[src/rtl/tm_stepper.sv]
module tm_stepper #(
  parameter int TAPE_W  = 32,
  parameter int HEAD    = 16,
  parameter int STATE_W = 2,
  parameter int CNT_W   = 16,
  parameter logic [(2**(STATE_W+1))*(STATE_W+4)-1:0] PROG = {
    6'b000000, 6'b000000,
    6'b011000, 6'b111010,
    6'b010101, 6'b000110,
    6'b010111, 6'b110101 }
) (
  input  logic              clk,
  input  logic              clr_raw_i,
  input  logic              run_i,
  output logic              halted_o,
  output logic [CNT_W-1:0]  steps_o,
  output logic [TAPE_W-1:0] tape_o
);
  localparam int ENT_W = STATE_W + 4;
  localparam logic [STATE_W-1:0] HALT = {STATE_W{1'b1}};
  localparam logic [CNT_W-1:0]   CMAX = {CNT_W{1'b1}};

  logic clr_m, clr_q;
  logic phase;
  logic [STATE_W-1:0] state, nxt_q;
  logic [1:0] mv_q, mode;
  logic [STATE_W:0] idx;
  logic [ENT_W-1:0] entry;
  logic go;

  always_ff @(posedge clk) begin
    clr_m <= clr_raw_i;
    clr_q <= clr_m;
  end

  assign idx      = {state, tape_o[HEAD]};
  assign entry    = PROG[idx*ENT_W +: ENT_W];
  assign halted_o = (state == HALT);
  assign go       = run_i && !halted_o;

  always_comb begin
    mode = 2'b00;
    if (go) begin
      if (!phase) mode = entry[ENT_W-1] ? 2'b11 : 2'b00;
      else if (mv_q == 2'b01 || mv_q == 2'b10) mode = mv_q;
    end
  end

  always_ff @(posedge clk) begin
    if (clr_q) tape_o <= '0;
    else case (mode)
      2'b11: tape_o[HEAD] <= entry[ENT_W-2];
      2'b01: tape_o <= {1'b0, tape_o[TAPE_W-1:1]};
      2'b10: tape_o <= {tape_o[TAPE_W-2:0], 1'b0};
      default: ;
    endcase
  end

  always_ff @(posedge clk) begin
    if (clr_q) begin
      phase   <= 1'b0;
      state   <= '0;
      nxt_q   <= '0;
      mv_q    <= 2'b00;
      steps_o <= '0;
    end else if (go) begin
      phase <= ~phase;
      if (!phase) begin
        mv_q  <= entry[STATE_W +: 2];
        nxt_q <= entry[STATE_W-1:0];
      end else begin
        state <= nxt_q;
        if (steps_o != CMAX) steps_o <= steps_o + 1'b1;
      end
    end
  end

  p_clear_r1: assert property (@(posedge clk)
    clr_q |=> (tape_o == '0 && steps_o == '0 && !halted_o));

  p_others_kept_r2: assert property (@(posedge clk) disable iff (clr_q)
    (go && !phase) |=> ((tape_o ^ $past(tape_o)) & ~(TAPE_W'(1) << HEAD)) == '0);

  p_hold_move_r4: assert property (@(posedge clk) disable iff (clr_q)
    (go && phase && (mv_q == 2'b00 || mv_q == 2'b11)) |=> $stable(tape_o));

  p_state_held_r5: assert property (@(posedge clk) disable iff (clr_q)
    (go && !phase) |=> $stable(state));

  p_step_inc_r6: assert property (@(posedge clk) disable iff (clr_q)
    (go && phase && steps_o != CMAX) |=> steps_o == $past(steps_o) + 1'b1);

  p_saturate_r6: assert property (@(posedge clk) disable iff (clr_q)
    (steps_o == CMAX) |=> steps_o == CMAX);

  p_idle_r7: assert property (@(posedge clk) disable iff (clr_q)
    !run_i |=> ($stable(tape_o) && $stable(steps_o) && $stable(phase)));

  p_halt_freeze_r8: assert property (@(posedge clk) disable iff (clr_q)
    halted_o |=> ($stable(tape_o) && $stable(steps_o) && halted_o));
endmodule

[config.mk]
export PLATFORM = sky130hd
export DESIGN_NAME = tm_stepper
export DESIGN_NICKNAME = d
export VERILOG_FILES = /design/src/rtl/tm_stepper.sv
export SDC_FILE = /design/constraint.sdc
export NUM_CORES = 1
export LEC_CHECK = 0
export BUFFER_PORTS_ARGS = -buffer_cell sky130_fd_sc_hd__buf_2
export CAP_MARGIN = 20
export CORE_ASPECT_RATIO = 1.2
export CORE_UTILIZATION = 30
export DETAILED_ROUTE_END_ITERATION = 7
export GPL_ROUTABILITY_DRIVEN = 0
export PLACE_DENSITY = 0.58
export SLEW_MARGIN = 20
export SYNTH_ARGS = -nofsm -noshare
export SYNTH_HDL_FRONTEND = slang
export SYNTH_SLANG_ARGS = --single-unit
[constraint.sdc]
create_clock -name clk -period 5.5 [get_ports clk]
set_input_delay 0.55 -clock clk [delete_from_list [all_inputs] [get_ports clk]]
set_output_delay 0.55 -clock clk [all_outputs]
set_load 0.01 [all_outputs]
# Word level (Yosys, flattened, before mapping)

Cells that the tools add are included.

Word-level logic and storage cells: 35
Output and inout port bits: 49
Input bits: 3
Bits in registers: 57

Eq/ne operators: 7
Multiply operators: 1
Add/sub/neg operators: 1
Shift operators: 1
Mux-type cells: 7
Reductions and logical operators: 8
Bitwise operators: 1

Operators by type and width:

| operator                                                                     | count |
|---|---|
| 48-bit by 7-bit indexed part select with 6-bit output (first input constant) | 1 |
| 16-bit one-hot mux with 2 select lines                                       | 1 |
| 15-bit one-hot mux with 2 select lines                                       | 1 |
| 16-bit by 1-bit adder with 16-bit output (second input constant)             | 1 |
| 16-bit != test (second input constant)                                       | 1 |
| 2-bit == test (second input constant)                                        | 4 |
| 2-bit two-way mux                                                            | 4 |
| 3-bit by 2-bit multiplier with 5-bit output (second input constant)          | 1 |
| 2-bit by 1-bit == test with 1-bit output (second input constant)             | 2 |
| 2-bit AND reduction                                                          | 2 |
| 1-bit one-hot mux with 3 select lines                                        | 1 |
| 3-bit AND reduction                                                          | 1 |
| 3-bit nonzero test                                                           | 1 |
| 2-bit nonzero test                                                           | 1 |
| 1-bit logical AND                                                            | 1 |
| 1-bit logical NOT                                                            | 1 |
| 1-bit logical OR                                                             | 1 |
| 1-bit inverter                                                               | 1 |

# Depth between registers and ports, before layout

Depth in word-level cells: 7
Gate-level depth with buffers: 13
Depth with buffers taken out: 11

# Worst setup path before layout

No wires, ideal clock.

Path type: input-to-reg
From: input run_i
To: register tape_o[1]
Data required time: 5.372 ns
Stages on the path: 11
Arrival: 2.027 ns
Library setup time: 0.128 ns
Buffers on the path: 3
Setup slack: 3.346 ns
Path through: a21boi_4 -> buf_4 -> and2_1 -> inv_1 -> ha_1 -> clkbuf_1 -> buf_2 -> mux2i_1 -> nor2_1 -> a21oi_1 -> nor2_1

Cells in the longest elaborated chain, start to end: 4
Elaborated cells between the ends (all ways): 6
Those cells by class: eq/ne (2); mux (2); reduce/logical (2)

RTL lines:

| what                                                                         | line | source |
|---|---|---|
| from (decl)                                                                  | 14   | `input logic run_i,` |
| 1-bit logical AND (*)                                                        | 39   | `assign go = run_i && !halted_o;` |
| 2-bit two-way mux (*)                                                        | 43   | `if (go) begin` |
| 2-bit == test or 2-bit by 1-bit == test with 1-bit output (tied branches)    | 51   | `else case (mode)` |
| 16-bit one-hot mux with 2 select lines or 2-bit nonzero test (tied branches) | n/a  |  |
| to (signal, indexed assignment)                                              | 52   | `2'b11: tape_o[HEAD] <= entry[ENT_W-2];` |
| to (signal assigned)                                                         | 53   | `2'b01: tape_o <= {1'b0, tape_o[TAPE_W-1:1]};` |
| to (signal assigned)                                                         | 54   | `2'b10: tape_o <= {tape_o[TAPE_W-2:0], 1'b0};` |
| to (decl)                                                                    | 17   | `output logic [TAPE_W-1:0] tape_o` |

Mark *: on every way between the ends. The rest lies on a longest branch, timed or not.
A chain may end at the register's enable or synchronous reset.

# Worst setup path in the final report

From: register state[0]
To: register tape_o[29]

Cells in the longest elaborated chain, start to end: 7
Elaborated cells between the ends (all ways): 12
Those cells by class: mul (1); eq/ne (3); shift (1); mux (4); reduce/logical (3)

RTL lines:

| what                                                                         | line | source |
|---|---|---|
| from (decl)                                                                  | 25   | `logic [STATE_W-1:0] state, nxt_q;` |
| from (signal assigned)                                                       | 72   | `state <= nxt_q;` |
| 3-bit by 2-bit multiplier with 5-bit output                                  | 37   | `assign entry = PROG[idx*ENT_W +: ENT_W];` |
| 48-bit by 7-bit indexed part select with 6-bit output                        | 37   |  |
| 2-bit two-way mux (2 in a row)                                               | 44   | `if (!phase) mode = entry[ENT_W-1] ? 2'b11 : 2'b00;` |
| 2-bit two-way mux (*)                                                        | 43   |  |
| 2-bit == test or 2-bit by 1-bit == test with 1-bit output (tied branches)    | 51   |  |
| 15-bit one-hot mux with 2 select lines or 2-bit nonzero test (tied branches) | n/a  |  |

Marked as above.

==> out/qor.txt <==
clk sink count = 57
setup TNS = 0 ns
Crit. End Element = register
area of the multi-input gates = 1470 sq um
peak supply drop = 102 uV
Simple-Gate Fraction of Synth Area = 0.239
worst-margin pin slew = 1.08 ns
WP data arrival = 2.90 ns
Initial Utilization = 0.315
synth warn = 0
Clk Latency, worst-skew pair = 0.35 ns
M1 wire length = 2680 um
GRT overflow = 0
largest net degree at the start of global routing = 65
CP max-delay cell = ha_2
worst min-delay path class = input pin to register
Max Fclk = 0.369 GHz
Worst EP required = 5.68 ns
status = finished, final reports clean
Synth Cell Area = 2740 sq um
diodes inserted = 0
minimum clock period = 2.71 ns
Power Density = 285 nW/um^2
FF/Latch Area = 1140 sq um
Die ar. = 9520 sq um
skew final = 0.0145 ns
post-synthesis adder-cell area fraction = 0.0274
Total GRT Usage = 0.132
dpl hpwl = 3940 um
# IOs = 52
Setup Viol. Count Final = 0
pre-CTS WS = 2.75 ns
total CTS buffers = 9
CTS-repair resized insts = 0
critical path peak fanout = 32
met3 WL = 161 um
wire length on met2 = 2870 um
Seq/Total Area, Yosys = 0.416
Worst-path clk slew = 0.07 ns
XOR/XNOR Fraction of Synth Area = 0
multiplexer share of the synthesized area = 0.126
Leak = 0.00131 uW
number of cell rows = 37
vias in the first global route = 2095
Fin. Hold Viols = 0
Post-DRT Antenna Nets = 0
final worst setup slack = 2.79 ns
RSZ-0062 raised after global routing = false
die height = 107 um
Via density = 4.82
1st-iter DRT viols = 101
Synth Register Bits = 57
Cell Chain, Critical Path = inv_1 -> ha_1 -> nand2b_1 -> o21ai_0 -> and2_1 -> inv_1 -> ha_2 -> mux2i_1 -> nor2_1 -> a21oi_1 -> nor2_1
Syn Area/Cell = 8.46 sq um
DRC violations left = 0
vias post-DR = 2347
Post-Syn Instances = 324
uppermost routed layer = met4
hold_buf cts = 0
fin nets = 374
Post-CTS Setup Repair Bufs = 0
Core Area = 8700 sq um
Clock Path Buffers = 2
main combinational cell family by area after synthesis = simple AND/OR/NAND/NOR gates
drt wl/cell = 12.1 um
share of layout cells above drive strength 1 = 0.219
CTS tree = yes
Slew Viols, Final = 0
Crit path largest cell delay = 0.78 ns
post-synthesis compound-gate area fraction = 0.143
fillers = 936
Port-buffer cells = 51
first-pass GRT wire length = 9650 um
Post-Route WL = 5900 um
max-cap viol count = 0
worst setup path class = register to register
Startpoint Class = register
chip width = 89.2 um
Cell variety after synth = 43
CTS H-tree depth = 3
area grow syn2layout = 18.4%
initial antenna violation count = 0
total iterations of the first detailed-routing run = 4
Mapped Nets = 333
crit share post-route = 0.493
Root Buffer Master = clkbuf_8
Slew headroom = 0.278
## worst paths after layout
path / start / end / slack [ns] / depth (start not counted)
hold reg to reg: clr_m / clr_q / 0.33 / 0
setup / recovery: state[0] / tape_o[29] / 2.79 / 11
hold / removal: clr_raw_i / clr_m / 0.30 / 1
setup reg to reg: state[0] / tape_o[29] / 2.79 / 11
## cells by family after synthesis
logic type                 count (synthesis)
adders and majority gates                  6
DFF                                       57
AOI/OAI and AO/OA                         68
muxes                                     34
and+or+nand+nor                          130
buffers and inverters                     29
## area by class of cell
| type | count | area share |
|---|---|---|
| Tap cell | 117 | 0.0451 |
| Clock inverter | 5 | 0.0170 |
| Inverter | 8 | 0.00926 |
| Timing Repair Buffer | 51 | 0.0787 |
| Sequential cell | 57 | 0.352 |
| Clock buffer | 11 | 0.0436 |
| Multi-Input combinational cell | 238 | 0.454 |
## power by group
| group | internal, uW | leakage, uW | switching, uW | total (uW) |
|---|---|---|---|---|
| logic | 35.2 | 0.000752 | 65.9 | 101 |
| clock network | 220 | 0.0000953 | 169 | 389 |
| registers | 420 | 0.000461 | 14.6 | 435 |
## through the flow
stage               std cells  power [uW]  area, sq um  hold WS, ns  utilization
floorplan                 324         529         2740        0.310            -
global placement          471         545         3050        0.310        0.350
detailed placement        471         546         3050        0.313        0.350
CTS                       487         941         3240        0.281        0.373
global route              487         971         3240        0.294        0.373
finish                    487         924         3240        0.302        0.373
## state kept, by name (all words and copies together), names as in the netlist
name / count
tape_o: 32
steps_o: 16
mv_q: 2
nxt_q: 2
state: 2
clr_m: 1
clr_q: 1
phase: 1
## synthesized netlist by cell type
master / count / area (sq um)
mux2_2: 3 / 33.8
nand4_2: 1 / 12.5
o41ai_1: 1 / 8.76
dfxtp_1: 57 / 1140
nor3_2: 1 / 10.0
buf_4: 1 / 7.51
a211oi_1: 4 / 30.0
buf_2: 3 / 15.0
nor2_1: 73 / 274
mux2i_1: 31 / 310
nand4_1: 3 / 18.8
o311ai_0: 1 / 8.76
or3_1: 5 / 31.3
a31oi_1: 2 / 12.5
clkbuf_1: 11 / 41.3
and4b_1: 1 / 10.0
buf_1: 4 / 15.0
nor2b_1: 1 / 6.26
buf_6: 2 / 22.5
and4_2: 1 / 10.0
a21bo_2: 1 / 10.0
a221oi_1: 1 / 8.76
nor4_4: 1 / 21.3
nor3_1: 5 / 25.0
a21oi_1: 48 / 240
inv_1: 8 / 30.0
and4_1: 1 / 8.76
nand4_4: 1 / 21.3
and3_1: 1 / 6.26
and2_1: 2 / 12.5
nand3_1: 5 / 25.0
nand2_1: 13 / 48.8
nor3b_1: 1 / 7.51
a21boi_4: 1 / 18.8
or2_1: 1 / 6.26
o21ai_0: 5 / 25.0
nand3_2: 1 / 10.0
nor4b_2: 1 / 15.0
nand2b_1: 4 / 25.0
or4_1: 5 / 37.5
nor4_1: 2 / 12.5
ha_1: 6 / 75.1
o31ai_1: 4 / 30.0
## metal layers
layer	track usage	vias up
li1	-	1215
met1	0.160	1084
met2	0.208	36
met3	0.0231	12
met4	0.0952	0
met5	0	-
## cells in the final DEF, fill, tap and decap left out, types with 5 or more instances in the layout
cell type	Yosys	layout
nor2_1	73	73
or4_1	5	5
o21ai_0	5	5
nor3_1	5	5
a21oi_1	48	48
buf_2	3	51
inv_1	8	8
dfxtp_1	57	56
mux2i_1	31	31
clkbuf_8	0	10
or3_1	5	5
nand2_1	13	13
nand3_1	5	5
## critical path: cells and delay by family (launching register included)
kind                       cells  cell delay [ns]
DFF                            1             0.51
muxes                          1             0.26
AOI/OAI and AO/OA              2             0.24
buffers and inverters          2             0.16
and+or+nand+nor                4             0.38
adders and majority gates      2             0.99
Power figures use the tool's default switching activity.
